--- src/rtl/tsup_pkg.sv ---
package tsup_pkg;

    localparam int NCH_DEF = 4;
    localparam int TW_DEF  = 8;

    // default thermal points in degrees Celsius
    localparam int ADMIT_TRIP_DEF   = 110;
    localparam int ADMIT_REL_DEF    = 100;
    localparam int LIMIT_TRIP_DEF   = 130;
    localparam int LIMIT_REL_DEF    = 120;
    localparam int LIMIT_REL_SEQ_DEF = 100;
    localparam int HOT_TRIP_DEF     = 160;
    localparam int HOT_REL_DEF      = 150;

    // next state of one hysteresis level
    typedef enum logic {
        LVL_CLEAR   = 1'b0,
        LVL_TRIPPED = 1'b1
    } lvl_state_e;

    // combined view of the three levels
    typedef struct packed {
        lvl_state_e admit;
        lvl_state_e limit;
        lvl_state_e hot;
    } lvl_vec_t;

    function automatic lvl_state_e lvl_next(
        input logic       at_trip,
        input logic       below_rel,
        input lvl_state_e cur
    );
        if (at_trip)
            return LVL_TRIPPED;
        else if (below_rel)
            return LVL_CLEAR;
        else
            return cur;
    endfunction

endpackage

--- src/rtl/tsup_level.sv ---
module tsup_level
    import tsup_pkg::*;
#(
    parameter int TW   = TW_DEF,
    parameter int TRIP = ADMIT_TRIP_DEF
) (
    input  logic          clk,
    input  logic          rst_n,
    input  logic [TW-1:0] temp_i,
    input  logic [TW-1:0] rel_i,
    output lvl_state_e    state_next_o,
    output lvl_state_e    state_o
);
    localparam logic [TW-1:0] TRIP_V = TW'(TRIP);

    lvl_state_e state_q;

    always_comb begin
        state_next_o = lvl_next(temp_i >= TRIP_V, temp_i < rel_i, state_q);
    end

    always_ff @(posedge clk) begin
        if (!rst_n)
            state_q <= LVL_CLEAR;
        else
            state_q <= state_next_o;
    end

    assign state_o = state_q;


    lvl_trip_chk: assert property (@(posedge clk) disable iff (!rst_n)
        (temp_i >= TRIP_V) |=> (state_q == LVL_TRIPPED));


    lvl_release_chk: assert property (@(posedge clk) disable iff (!rst_n)
        (temp_i < rel_i && temp_i < TRIP_V) |=> (state_q == LVL_CLEAR));

endmodule

--- src/rtl/tsup_chan.sv ---
module tsup_chan
    import tsup_pkg::*;
(
    input  logic clk,
    input  logic rst_n,
    input  logic limit_ev_i,
    input  logic hot_ev_i,
    input  logic sw_off_i,
    input  logic limit_clear_ok_i,
    input  logic hot_clear_ok_i,
    output logic held_next_o
);
    logic limit_q, hot_q;
    logic limit_n, hot_n;

    always_comb begin
        limit_n     = limit_ev_i | (limit_q & ~(sw_off_i & limit_clear_ok_i));
        hot_n       = hot_ev_i   | (hot_q   & ~(sw_off_i & hot_clear_ok_i));
        held_next_o = limit_n | hot_n;
    end

    always_ff @(posedge clk) begin
        if (!rst_n) begin
            limit_q <= 1'b0;
            hot_q   <= 1'b0;
        end else begin
            limit_q <= limit_n;
            hot_q   <= hot_n;
        end
    end


    limit_hold_chk: assert property (@(posedge clk) disable iff (!rst_n)
        (limit_q && !sw_off_i) |=> limit_q);


    hot_hold_chk: assert property (@(posedge clk) disable iff (!rst_n)
        (hot_q && !sw_off_i) |=> hot_q);


    trip_wins_chk: assert property (@(posedge clk) disable iff (!rst_n)
        (limit_ev_i || hot_ev_i) |=> (limit_q || hot_q));

endmodule

--- src/rtl/tsup_top.sv ---
module tsup_top
    import tsup_pkg::*;
#(
    parameter int NCH           = NCH_DEF,
    parameter int TW            = TW_DEF,
    parameter int ADMIT_TRIP    = ADMIT_TRIP_DEF,
    parameter int ADMIT_REL     = ADMIT_REL_DEF,
    parameter int LIMIT_TRIP    = LIMIT_TRIP_DEF,
    parameter int LIMIT_REL     = LIMIT_REL_DEF,
    parameter int LIMIT_REL_SEQ = LIMIT_REL_SEQ_DEF,
    parameter int HOT_TRIP      = HOT_TRIP_DEF,
    parameter int HOT_REL       = HOT_REL_DEF
) (
    input  logic           clk,
    input  logic           rst_n,
    input  logic [TW-1:0]  temp_c,
    input  logic [NCH-1:0] ilim,
    input  logic [NCH-1:0] drv_on,
    input  logic [NCH-1:0] sw_off,
    input  logic           seq_en,
    output logic           admit_en,
    output logic [NCH-1:0] force_off,
    output logic [NCH-1:0] tor,
    output logic           t_hot
);
    localparam logic [TW-1:0] ADMIT_REL_V     = TW'(ADMIT_REL);
    localparam logic [TW-1:0] LIMIT_REL_V     = TW'(LIMIT_REL);
    localparam logic [TW-1:0] LIMIT_REL_SEQ_V = TW'(LIMIT_REL_SEQ);
    localparam logic [TW-1:0] HOT_REL_V       = TW'(HOT_REL);
    localparam logic [TW-1:0] LIMIT_TRIP_V    = TW'(LIMIT_TRIP);
    localparam logic [TW-1:0] HOT_TRIP_V      = TW'(HOT_TRIP);

    lvl_vec_t       lvl_n, lvl_q;
    logic [TW-1:0]  limit_rel;
    logic [NCH-1:0] held_n;
    logic [NCH-1:0] tor_n;

    assign limit_rel = seq_en ? LIMIT_REL_SEQ_V : LIMIT_REL_V;

    tsup_level #(.TW(TW), .TRIP(ADMIT_TRIP)) u_admit (
        .clk(clk), .rst_n(rst_n), .temp_i(temp_c), .rel_i(ADMIT_REL_V),
        .state_next_o(lvl_n.admit), .state_o(lvl_q.admit)
    );

    tsup_level #(.TW(TW), .TRIP(LIMIT_TRIP)) u_limit (
        .clk(clk), .rst_n(rst_n), .temp_i(temp_c), .rel_i(limit_rel),
        .state_next_o(lvl_n.limit), .state_o(lvl_q.limit)
    );

    tsup_level #(.TW(TW), .TRIP(HOT_TRIP)) u_hot (
        .clk(clk), .rst_n(rst_n), .temp_i(temp_c), .rel_i(HOT_REL_V),
        .state_next_o(lvl_n.hot), .state_o(lvl_q.hot)
    );

    for (genvar c = 0; c < NCH; c++) begin : g_chan
        tsup_chan u_chan (
            .clk              (clk),
            .rst_n            (rst_n),
            .limit_ev_i       ((temp_c >= LIMIT_TRIP_V) & ilim[c]),
            .hot_ev_i         ((temp_c >= HOT_TRIP_V) & drv_on[c]),
            .sw_off_i         (sw_off[c]),
            .limit_clear_ok_i (lvl_n.limit == LVL_CLEAR),
            .hot_clear_ok_i   (lvl_n.hot == LVL_CLEAR),
            .held_next_o      (held_n[c])
        );
    end

    always_comb begin
        tor_n = ~held_n & {NCH{lvl_n.hot == LVL_CLEAR}};
    end

    always_ff @(posedge clk) begin
        if (!rst_n) begin
            admit_en  <= 1'b1;
            tor       <= '1;
            force_off <= '0;
            t_hot     <= 1'b0;
        end else begin
            admit_en  <= (lvl_n.admit == LVL_CLEAR);
            tor       <= tor_n;
            force_off <= ~tor_n;
            t_hot     <= (temp_c > HOT_TRIP_V);
        end
    end


    reset_state_chk: assert property (@(posedge clk)
        !rst_n |=> (tor == '1 && force_off == '0 && admit_en && !t_hot));


    hot_all_low_chk: assert property (@(posedge clk) disable iff (!rst_n)
        t_hot |-> (tor == '0));


    limit_trip_chk: assert property (@(posedge clk) disable iff (!rst_n)
        (temp_c >= LIMIT_TRIP_V) |=> ((tor & $past(ilim)) == '0));


    admit_block_chk: assert property (@(posedge clk) disable iff (!rst_n)
        (lvl_q.admit == LVL_TRIPPED) |-> !admit_en);

endmodule

--- config.mk ---
export PLATFORM = sky130hd
export DESIGN_NAME = tsup_top
export DESIGN_NICKNAME = d
export VERILOG_FILES = /design/src/rtl/tsup_pkg.sv /design/src/rtl/tsup_level.sv /design/src/rtl/tsup_chan.sv /design/src/rtl/tsup_top.sv
export SDC_FILE = /design/constraint.sdc
export NUM_CORES = 1
export LEC_CHECK = 0
export ABC_CLOCK_PERIOD_IN_PS = 5700
export BUFFER_PORTS_ARGS = -buffer_cell sky130_fd_sc_hd__buf_2
export CAP_MARGIN = 20
export CORE_ASPECT_RATIO = 1.5
export CORE_UTILIZATION = 40
export CTS_BUF_LIST = sky130_fd_sc_hd__clkbuf_2 sky130_fd_sc_hd__clkbuf_4 sky130_fd_sc_hd__clkbuf_8
export DETAILED_ROUTE_END_ITERATION = 8
export PLACE_DENSITY = 0.66
export SKIP_LAST_GASP = 1
export SYNTH_ARGS = -nofsm -noshare
export SYNTH_HDL_FRONTEND = slang
export SYNTH_HIERARCHICAL = 1
export SYNTH_SLANG_ARGS = --single-unit
--- constraint.sdc ---
create_clock -name clk -period 5.7 [get_ports clk]
set_input_delay 0.57 -clock clk [delete_from_list [all_inputs] [get_ports clk]]
set_output_delay 0.57 -clock clk [all_outputs]
set_load 0.01 [all_outputs]
==> results of run 1 <==
[where the power goes]
part / switching [mW] / leakage, nW / internal (mW)
registers: 0.00251 / 0.175 / 0.159
clock network: 0.0437 / 0.0255 / 0.0485
logic: 0.0503 / 0.695 / 0.0380
total: 0.0965 / 0.895 / 0.246
[cell families (layout without fill, tap and decap cells)]
group | after synthesis | count (layout) | synth area share
AOI/OAI and AO/OA | 50 | 50 | 0.240
adders and majority gates | 21 | 21 | 0.190
buffers and inverters | 31 | 67 | 0.0839
DFF | 21 | 21 | 0.303
other | 2 | 21 | 0.00542
and+or+nand+nor | 42 | 42 | 0.178
[sequential cells by signal, summed over array words and instances (netlist names)]
register,count
u_admit/state_o,1
admit_en,1
u_hot/state_o,1
u_limit/state_o,1
tor,4
g_chan.u_chan/limit_q,4
t_hot,1
force_off,4
g_chan.u_chan/hot_q,4
[how the worst min path moves through the flow]
| stage | startpoint | end | slack [ns] | cells after the start |
|---|---|---|---|---|
| after detailed placement | u_hot/state_o$_SDFF_PN0_ | u_hot/state_o$_SDFF_PN0_ | 0.45 | 2 |
| final | u_hot/state_o$_SDFF_PN0_ | u_hot/state_o$_SDFF_PN0_ | 0.46 | 2 |
| after floorplan | u_hot/state_o$_SDFF_PN0_ | u_hot/state_o$_SDFF_PN0_ | 0.43 | 2 |
| after CTS | u_hot/state_o$_SDFF_PN0_ | u_hot/state_o$_SDFF_PN0_ | 0.46 | 2 |
| after global placement | u_hot/state_o$_SDFF_PN0_ | u_hot/state_o$_SDFF_PN0_ | 0.46 | 2 |
| after global routing | u_hot/state_o$_SDFF_PN0_ | u_hot/state_o$_SDFF_PN0_ | 0.50 | 2 |
[worst min-delay path, delay by kind of cell, from the launching register on]
family	cells	cell delay (ns)
compound gates	1	0.06
buf+inv	1	0.07
flops	1	0.30
[metrics by stage]
step	cells	util	hold slack, ns	instance area, um^2
after floorplan	186	-	0.432	1460
after global placement	258	0.518	0.457	1670
after detailed placement	258	0.518	0.452	1670
after CTS	262	0.532	0.462	1710
after global routing	262	0.532	0.498	1710
final	262	0.532	0.465	1710
[cell usage in the layout, fill, tap and decap left out]
master,n
sky130_fd_sc_hd__o21ai_0,7
sky130_fd_sc_hd__a211oi_1,4
sky130_fd_sc_hd__inv_1,31
sky130_fd_sc_hd__nor2_1,12
sky130_fd_sc_hd__o21ai_1,4
sky130_fd_sc_hd__conb_1,21
sky130_fd_sc_hd__a31oi_1,1
sky130_fd_sc_hd__nor4_4,1
sky130_fd_sc_hd__o21bai_1,1
sky130_fd_sc_hd__o21a_1,11
sky130_fd_sc_hd__nor3_2,2
sky130_fd_sc_hd__buf_2,32
sky130_fd_sc_hd__nor3b_1,2
sky130_fd_sc_hd__nand2_1,12
sky130_fd_sc_hd__nor3b_2,2
sky130_fd_sc_hd__and2_1,4
sky130_fd_sc_hd__or4_1,5
sky130_fd_sc_hd__clkinv_2,1
sky130_fd_sc_hd__dfxtp_1,21
sky130_fd_sc_hd__ha_1,21
sky130_fd_sc_hd__clkbuf_8,3
sky130_fd_sc_hd__a211oi_2,2
sky130_fd_sc_hd__o211ai_1,1
sky130_fd_sc_hd__a21boi_1,4
sky130_fd_sc_hd__o31a_1,1
sky130_fd_sc_hd__nand4_1,1
sky130_fd_sc_hd__a21oi_1,10
sky130_fd_sc_hd__nor2b_1,1
sky130_fd_sc_hd__a21boi_0,4
[metal layers]
layer  GRT usage  vias to the layer above  wire length [um]
met5           0                        -                 0
met4      0.0762                        0                25
li1            -                      658                 -
met1       0.164                      534              1120
met2       0.316                       26              1330
met3      0.0184                        2               132
[final cells by class]
class | count | area, um^2
inverter | 31 | 116
multi-input combinational | 134 | 921
tap | 40 | 50.0
clock buffer | 3 | 41.3
fill | 335 | 1510
clock inverter | 1 | 5.00
timing repair buffer | 32 | 160
sequential | 21 | 420
==> results list, run 1 <==
- The flow ran to the end, and the final reports show no timing, DRC or antenna violations.
* Pre-CTS WS: roughly 2.9 ns
- Clock slew at the register clock pins of the worst setup and hold paths: approximately 0.07 ns
- Initial antenna violation count: 0
* Worst reg2reg setup slack: around 4 ns
* Flop and latch count out of synthesis: 21
- Routed WL per cell: between 9 and 10 um
* Capture point of the worst path: force_off[3]$_SDFF_PN0_
- In this run the static leakage power is between 0.8 and 0.9 nW.
- The final max-slew violation count was 0.
- Core outline area: around 3200 um^2
- Cell area after synthesis: 1390 um^2
- Final critical-path share of the clock period: 0.447
* Area of the die: 3710 um^2
- Power density over cell area: roughly 200 nW/um^2
* Synth cell types: 26
- The worst setup path is of the input pin to flop kind.
* Highest fanout seen on the critical path: 9
- Maximum clock insertion buffer count: 2
* Capturing point of the worst reg2reg path: force_off[3]$_SDFF_PN0_
- 33 I/O pins were placed.
* Die outline height: 74.1 um
- Drt total wl: roughly 2.6 mm
- Clock tree synthesis found a total of 21 sinks.
* Grt total ovfl: 0
- Commonest cells in the synthesized netlist: sky130_fd_sc_hd__inv_1 (31), sky130_fd_sc_hd__dfxtp_1 (21), sky130_fd_sc_hd__ha_1 (21), sky130_fd_sc_hd__nand2_1 (12), sky130_fd_sc_hd__nor2_1 (12)
- Worst-case vdd ir drop: ~130 uV
- Type of the most critical hold path: flop to flop
* Overall via count from detail_route: 1,220
* Half-perimeter wire length after detailed placement: about 2.2 mm
- Maximum clock rate: just under 400 MHz
- STA puts the critical path data required time at around 5.9 ns.
- Setup TNS Final: 0 ns
- Entering global routing, the biggest net connects 18 pins.
- Setup slack closes at 3.15 ns.
- DR DRC count: 0
- Antenna diode count: 0
- For this run, asynchronously set or reset flops after synthesis account for 0.
* Total setup violations reported at the end of the flow: 0
* Area fraction of the dominant cell type after synthesis: 0.303
- Most used standard cell by instance count after synthesis: sky130_fd_sc_hd__inv_1
- Total design power: around 0.34 mW
* Final Hold Violating Endpoints: 0
* YS warnings: 6
- Wire length of the first global-routing pass: 4.63 mm
- Vias in the first global route: 1,155
* Post-synth top flop: sky130_fd_sc_hd__dfxtp_1
- Cell class contributing the biggest share of worst-path delay: simple AND/OR/NAND/NOR gates
- Buffers & Inverters on Critical Path: 3
- The congestion estimate from routability-driven global placement came to 0.784.
- IO buf count: 32
- Setup repair after global routing left no endpoint under its margin.
- Number of instances in the synthesized netlist: roughly 170
- The worst setup path is captured at a flop.
* Min Tclk post-route: roughly 2.5 ns
- For this block, the initial DRC count from the detailed router was 19.
- Max Cap Violations: 0
- The number of hold buffers added after CTS was 0.
* Count of H-tree levels built during CTS: 1
* Top cells by area, synth: sky130_fd_sc_hd__dfxtp_1 (30%), sky130_fd_sc_hd__ha_1 (19%), sky130_fd_sc_hd__inv_1 (8.4%)
- The floorplan step set the die width to between 50 and 60 um.
- The largest total area in the synthesized netlist belongs to sky130_fd_sc_hd__dfxtp_1.
- Synth-to-Final Area Change: 23.6%
* Worst R2R Start: u_hot/state_o$_SDFF_PN0_
- Cell type of the slowest stage on the worst timing path: sky130_fd_sc_hd__or4_1
- The final layout contains about 270 nets.
- Data on the critical path arrives at its endpoint at approximately 2.7 ns.
- Number of nets with antenna violations after detailed routing: 0
- Starting density of the core: 0.430
- STA classifies the critical path startpoint as an input pin.
- The number of clock buffers added by TritonCTS is 3.
* Delay of the slowest cell on the worst path: 0.52 ns
- Part of the Yosys area used for sequential elements: 0.303
* CTS tree: yes
* Via density per instance: about 4.7
* Number of enable flip-flop cells after synthesis: 0
- Setup fix buffers added after clock tree synthesis: 0
- Global router's overall resource usage: 0.161
- Once the clock tree was built, the resizer swapped 0 gates to a different size.
* Clock insertion delay at the later pin of the skew report: roughly 0.25 ns
* Critical path depth in cells: 10
* Beginning of the critical path: temp_c[6]
* Clk Tree Root Cell: sky130_fd_sc_hd__clkbuf_8
* Num rows: 25
* Worst R2R Path Depth: 7
- A synthesized cell averages 8.30 um^2.
- Of the cells placed in the final design, the portion with a size suffix greater than 1 is 0.194.
* Critical path, cell by cell: buf_2 > or4_1 > o31a_1 > a211oi_2 > nor2_1 > inv_1 > a21boi_0 > or4_1 > o21ai_0 > inv_1
- The pre-antenna-repair detailed-routing pass consisted of 2 iterations.
- Between clock sinks in the finished design, the worst skew comes to around 0.0064 ns.
Power figures use the tool's default switching activity.
==> run 2, diff against run 1 <==
Settings changed: ABC_CLOCK_PERIOD_IN_PS 5700 to 2100, PLACE_DENSITY 0.66 to 0.69.
Clock period 5.7 ns to 2.1 ns, I/O delays scaled along.
==> results list, run 2 (same netlist as run 1, synthesis figures left out) <==
- The run finished with clean final reports.
- The number of vias per cell after detailed routing came to 4.78 (+2.6%).
- Final critical-path share of the clock period: 0.974
- Clock sink count: 21 (unchanged)
- The maximum number of pins on one net before global-route repair is 18 (unchanged).
- Initial antenna violation count: 0 (unchanged)
* Worst path required time: 2.26 ns (-3.59 ns)
- The met1 wire length was 1.14 mm (+1.8%).
- The worst setup path is captured at a flop.
* DR pass1 iterations: 4 (+2)
- The DRC violation count after routing was 0 (unchanged).
- Grt total ovfl: 0 (unchanged)
- RePlAce Congestion: 0.763 (-2.7%)
- The worst clock skew is 0.00150 ns (-0.00486 ns).
- Type of the most critical hold path: input pin to flop
- Setup repair after global routing could not meet its margin everywhere.
* Highest fanout seen on the critical path: 4 (-5)
- The later-pin clock latency in the skew report came to 0.26 ns (about the same).
- The final max-slew violation count is 0 (unchanged).
* Total setup violations reported at the end of the flow: 0 (unchanged)
- The met2 routed wirelength was 1.56 mm (+17%).
* Data arrival, critical path: 2.20 ns (-0.50 ns)
* Number of nets with antenna violations after detailed routing: 0 (unchanged)
- Pre-CTS WS: -0.322 ns (-3.23 ns)
- Clk Tree Root Cell: sky130_fd_sc_hd__clkbuf_8
* Vias in the first global route: 1,230 (+6.5%)
- Maximum clock insertion buffer count: 2 (unchanged)
* Final Hold Violating Endpoints: 0 (unchanged)
- The maximum resistive drop on vdd is 369 uV (+180%).
- Antenna diode count: 0 (unchanged)
- Total design power: 0.994 mW (+190%)
- Inserted Clock Buffers: 3 (unchanged)
* Top routing layer used: met4
- The worst setup path is launched from an input pin.
- Starting density of the core: 0.430 (unchanged)
- The final-stage net count was 284 (+6.4%).
- Wire length of the first global-routing pass: 5.00 mm (+7.9%)
* Post-Place Cells: 275 (+6.6%)
- Count of H-tree levels built during CTS: 1 (unchanged)
- The core footprint was 3220 um^2 (unchanged).
- The post-route worst setup slack is 0.0545 ns (-3.10 ns).
- Max Cap Violations: 0 (unchanged)
- Power density over cell area: 535 nW/um^2 (+170%)
* Width of the chip: 50.1 um (unchanged)
* Die outline height: 74.1 um (unchanged)
* Area of the die: 3710 um^2 (unchanged)
- Leaving out fill and tap cells, the most frequent cell in the layout is sky130_fd_sc_hd__buf_2.
- The non-filler instance count after layout was 279 (+6.5%).
* Leak pwr: 0.983 nW (+9.8%)
- The overall track demand over capacity in global routing was 0.180 (+0.0198).
- The HPWL after detailed placement came to 2.43 mm (+12%).
- The area growth from synthesis to layout is 34.1%.
* Routed WL per cell: 10.4 um (+5.0%)
- The wire length on met3 is 126 um (-4.5%).
- CTS tree: yes
- The fraction of final layout cells with drive strength greater than 1 came to 0.276 (+0.0825).
- The total via count in the routed design was 1,333 (+9.3%).
* Most frequent cells in the layout: sky130_fd_sc_hd__buf_2 (32), sky130_fd_sc_hd__inv_1 (29), sky130_fd_sc_hd__dfxtp_1 (21), sky130_fd_sc_hd__conb_1 (21), sky130_fd_sc_hd__ha_1 (21)
* Clock slew at the register clock pins of the worst setup and hold paths: 0.07 ns (about the same)
* I/O Pins: 33 (unchanged)
- Start-to-end type of the worst setup path: input pin to flop
- The number of I/O port buffers was 32 (unchanged).
* Num rows: 25 (unchanged)
- Iter 0 DRT Violations: 23 (+4)
- The number of post-CTS setup repair buffers came to 0 (unchanged).
- The wire length after detailed routing came to 2.92 mm (+12%).
* Maximum clock rate: slightly below 500 MHz
- The worst path needs a little over 2 ns of the cycle, external delays included.
[run 2: changes by cell type in the layout (fill, tap and decap cells not counted)]
cell,previous run,this run
sky130_fd_sc_hd__clkbuf_4,0,1
sky130_fd_sc_hd__a21boi_0,4,2
sky130_fd_sc_hd__a21oi_2,0,1
sky130_fd_sc_hd__o21ai_2,0,2
sky130_fd_sc_hd__or4_4,0,1
sky130_fd_sc_hd__o21ai_0,7,5
sky130_fd_sc_hd__a21oi_1,10,9
sky130_fd_sc_hd__a21boi_1,4,6
sky130_fd_sc_hd__inv_1,31,29
sky130_fd_sc_hd__buf_4,0,17
sky130_fd_sc_hd__or4_1,5,4
sky130_fd_sc_hd__inv_2,0,2
sky130_fd_sc_hd__clkinv_2,1,0
[run 2: what timing repair did]
action / in CTS / in global routing
hold buffers: 0 / 0
endpoints found under the setup margin: 1 / 8
resized for setup: 1 / 9
[run 2: worst paths after layout]
check / slack (ns) / depth (start not counted) / to / startpoint
worst max register to register: 0.66 / 7 / force_off[0]$_SDFF_PN0_ / u_limit/state_o$_SDFF_PN0_
worst max-delay path: 0.05 / 10 / force_off[0]$_SDFF_PN0_ / temp_c[6]
worst min register to register: 0.46 / 2 / u_hot/state_o$_SDFF_PN0_ / u_hot/state_o$_SDFF_PN0_
worst min-delay path: 0.28 / 3 / g_chan[2].u_chan/hot_q$_SDFF_PN0_ / drv_on[2]
[run 2: final cells by class]
class | instances | area, um^2
inverters | 31 | 116
multi-input cells | 134 | 936
flip-flops and latches | 21 | 420
fillers | 311 | 1360
repair buffers | 49 | 288
well taps | 40 | 50.0
clock buffers | 4 | 48.8
[run 2: metrics by stage]
stage	utilization	TNS, ns	hold WS, ns	instance area (um^2)
2_1_floorplan	-	0	0.279	1460
3_3_place_gp	0.557	-1.54	0.455	1800
3_5_place_dp	0.557	-1.79	0.453	1800
4_1_cts	0.572	0	0.276	1840
5_1_grt	0.577	-0.141	0.296	1860
6_report	0.577	0	0.284	1860
[run 2: metal layers]
layer	vias up	track usage
li1	694	-
met1	596	0.178
met2	36	0.350
met3	7	0.0204
met4	0	0.114
met5	-	0
[run 2: critical path, cell delays in order]
cell and delay, ns:
sky130_fd_sc_hd__buf_2 0.10, sky130_fd_sc_hd__or4_1 0.51, sky130_fd_sc_hd__o31a_1 0.28, sky130_fd_sc_hd__a211oi_2 0.19, sky130_fd_sc_hd__nor2_1 0.09, sky130_fd_sc_hd__inv_2 0.09
sky130_fd_sc_hd__a21boi_0 0.10, sky130_fd_sc_hd__or4_1 0.43, sky130_fd_sc_hd__o21ai_2 0.15, sky130_fd_sc_hd__inv_1 0.06
[run 2: where the power goes]
| group | internal, mW | switching, mW | total (mW) |
|---|---|---|---|
| Combinational | 0.130 | 0.149 | 0.280 |
| Sequential | 0.432 | 0.00722 | 0.439 |
| Clock | 0.148 | 0.127 | 0.276 |
==> run 3, diff against run 2 <==
Settings changed: ABC_CLOCK_PERIOD_IN_PS 2100 to 2500, CTS_CLUSTER_SIZE from default to 8, PLACE_DENSITY 0.69 to 0.66, REMOVE_ABC_BUFFERS from default to 1.
Clock period 2.1 ns to 2.5 ns, I/O delays scaled along.
==> results list, run 3 (same netlist as run 1, synthesis figures left out) <==
* Status: finished, final reports clean
- The final max-slew violation count came to 0 (unchanged).
- The path length in cells of the critical path is 10 (unchanged).
- Worst hold path depth: 2 (-1)
* Width of the chip: 50.1 um (unchanged)
- Total design power: 0.808 mW (-19%)
- Routed WL per cell: 10.1 um (-3.5%)
* Most frequent standard cell in the layout excluding fill and tap cells: sky130_fd_sc_hd__buf_2
- The area of the die was 3710 um^2 (unchanged).
* Start-to-end type of the worst setup path: input pin to flop
- The path class of the tightest hold or removal check is input pin to flop.
- The core footprint came to 3220 um^2 (unchanged).
- The final total negative setup slack came to 0 ns (unchanged).
* Highest fanout seen on the critical path: 4 (unchanged)
- The first-pass detailed-route iteration total was 4 (unchanged).
- Inserted Clock Buffers: 3 (unchanged)
* Max Cap Violations: 0 (unchanged)
- Count of instances resized after the clock tree is built: 0 (-1)
- The die span in y was 74.1 um (unchanged).
- The top-level port count is 33 (unchanged).
- The worst-case clock buffer depth was 2 (unchanged).
* Worst reg2reg setup slack: 1.00 ns (+0.34 ns)
- The arrival time of data at the critical path endpoint is 2.31 ns (+0.11 ns).
* Beginning of the critical path: temp_c[6]
- The overall track demand over capacity in global routing was 0.171 (-0.00952).
- The worst clock skew is 0.00146 ns (-0.0000354 ns).
* Fillers: 343 (+10%)
- Leak pwr: 0.920 nW (-6.4%)
* Worst path required time: 2.65 ns (+0.39 ns)
* Via density per instance: 4.74 (-0.84%)
- The DRC violation count after routing came to 0 (unchanged).
- RePlAce Congestion: 0.750 (-1.8%)
- Clock slew at the register clock pins of the worst setup and hold paths: 0.07 ns (about the same)
* Cell Count, Final, Fillers Out: 267 (-4.3%)
* Wire length of the first global-routing pass: 4.90 mm (-1.9%)
- Number of nets with antenna violations after detailed routing: 0 (unchanged)
- The total placed cells including tap cells is 263 (-4.4%).
- Clock insertion delay at the later pin of the skew report: 0.26 ns (about the same)
- The smallest clock period supported by the final layout is computed as 2.16 ns.
- The overall overflow remaining after global route was 0 (unchanged).
- Setup fix buffers added after clock tree synthesis: 0 (unchanged)
- The number of antenna violations at the first check in global routing is 0 (unchanged).
- Worst-case vdd ir drop: 350 uV (-5.2%)
- CTS tree: yes
- IO buf count: 32 (unchanged)
- Half-perimeter wire length after detailed placement: 2.28 mm (-6.1%)
- Post-CTS Hold Buffers: 0 (unchanged)
* Final Hold Violating Endpoints: 0 (unchanged)
- Vias in the first global route: 1,135 (-7.7%)
* Cell type of the slowest stage on the worst timing path: sky130_fd_sc_hd__or4_1
* Total setup violations reported at the end of the flow: 0 (unchanged)
- Cell class contributing the biggest share of worst-path delay: simple AND/OR/NAND/NOR gates
* Layout Nets: 272 (-4.2%)
- The wire length after detailed routing came to 2.69 mm (-7.6%).
- Critical path, cell by cell: buf_2 > or4_1 > o31a_1 > a211oi_2 > nor2_1 > inv_1 > a21boi_0 > or4_1 > o21ai_0 > inv_1
* Worst R2R Start: u_hot/state_o$_SDFF_PN0_
- The combined buffer and inverter count along the critical path was 3 (unchanged).
- The number of H-tree levels was 1 (unchanged).
- Sort of element at the start of the critical path: input pin
- Iter 0 DRT Violations: 14 (-39%)
- Most frequent cells in the layout: sky130_fd_sc_hd__buf_2 (32), sky130_fd_sc_hd__inv_1 (31), sky130_fd_sc_hd__dfxtp_1 (21), sky130_fd_sc_hd__conb_1 (21), sky130_fd_sc_hd__ha_1 (21)
- The final antenna diode count was 0 (unchanged).
- Clk Tree Root Cell: sky130_fd_sc_hd__clkbuf_8
- The number of placement rows came to 25 (unchanged).
* Overall via count from detail_route: 1,265 (-5.1%)
- The stage delay of the slowest cell on the critical path came to 0.52 ns (about the same).
- Timing would allow up to between 400 and 500 MHz.
* Endpoint kind of the worst setup timing path: flop
- The worst register-to-register path ends at force_off[3]$_SDFF_PN0_.
* Maximum number of pins on one net before global-route repair: 18 (unchanged)
- The fraction of final layout cells with drive strength greater than 1 was 0.211 (-0.0647).
* Clock sink count: 21 (unchanged)
- The most critical setup path has its endpoint at force_off[3]$_SDFF_PN0_.
- Compared with the post-synthesis result, the final layout area differs by 26.5%.
- Worst R2R Path Depth: 7 (unchanged)
- The utilization after layout came to 0.544 (-0.0326).
- Of the available clock period, the critical path in the final layout requires 0.864.
- Starting density of the core: 0.430 (unchanged)
* Power density over cell area: 461 nW/um^2 (-14%)
- Unrepaired setup endpoints after global routing: false
[run 3: cell type report]
type	instances	area, um^2	share of cell area
Multi-Input combinational cell	134	921	0.525
Tap cell	40	50.0	0.0285
Inverter	31	116	0.0663
Sequential cell	21	420	0.240
Timing Repair Buffer	37	198	0.113
Clock buffer	4	48.8	0.0278
[run 3: how the worst min path moves through the flow]
stage	startpoint	to	slack, ns
6_report	rst_n	admit_en$_SDFF_PN1_	0.31
5_1_grt	temp_c[0]	t_hot$_SDFF_PN0_	0.34
4_1_cts	rst_n	admit_en$_SDFF_PN1_	0.32
3_5_place_dp	u_hot/state_o$_SDFF_PN0_	u_hot/state_o$_SDFF_PN0_	0.45
3_3_place_gp	u_hot/state_o$_SDFF_PN0_	u_hot/state_o$_SDFF_PN0_	0.45
2_1_floorplan	rst_n	admit_en$_SDFF_PN1_	0.32
[run 3: worst register-to-register path, delay by kind of cell, from the launching register on]
| kind | cells | cell delay, ns |
|---|---|---|
| and+or+nand+nor | 1 | 0.46 |
| AOI/OAI and AO/OA | 3 | 0.36 |
| DFF | 1 | 0.30 |
| buffers and inverters | 3 | 0.27 |
[run 3: where the power goes]
| group | internal, mW | leakage [nW] | switching [mW] |
|---|---|---|---|
| registers | 0.363 | 0.175 | 0.00588 |
| clock network | 0.124 | 0.0262 | 0.106 |
| logic | 0.0932 | 0.719 | 0.116 |
[run 3: per-stage QoR]
stage / cell area [um^2] / setup WS (ns) / hold WS, ns
final: 1750 / 0.339 / 0.312
after global routing: 1750 / 0.161 / 0.339
after CTS: 1750 / 0.348 / 0.318
after detailed placement: 1710 / 0.0859 / 0.454
after global placement: 1710 / 0.125 / 0.450
after floorplan: 1460 / 0.371 / 0.319
[run 3: routing by layer]
| layer | vias up | share of wire | global-route usage |
|---|---|---|---|
| met4 | 0 | 0.013 | 0.0667 |
| met5 | - | 0 | 0 |
| li1 | 677 | - | - |
| met2 | 32 | 0.51 | 0.313 |
| met1 | 552 | 0.43 | 0.197 |
| met3 | 4 | 0.043 | 0.0245 |
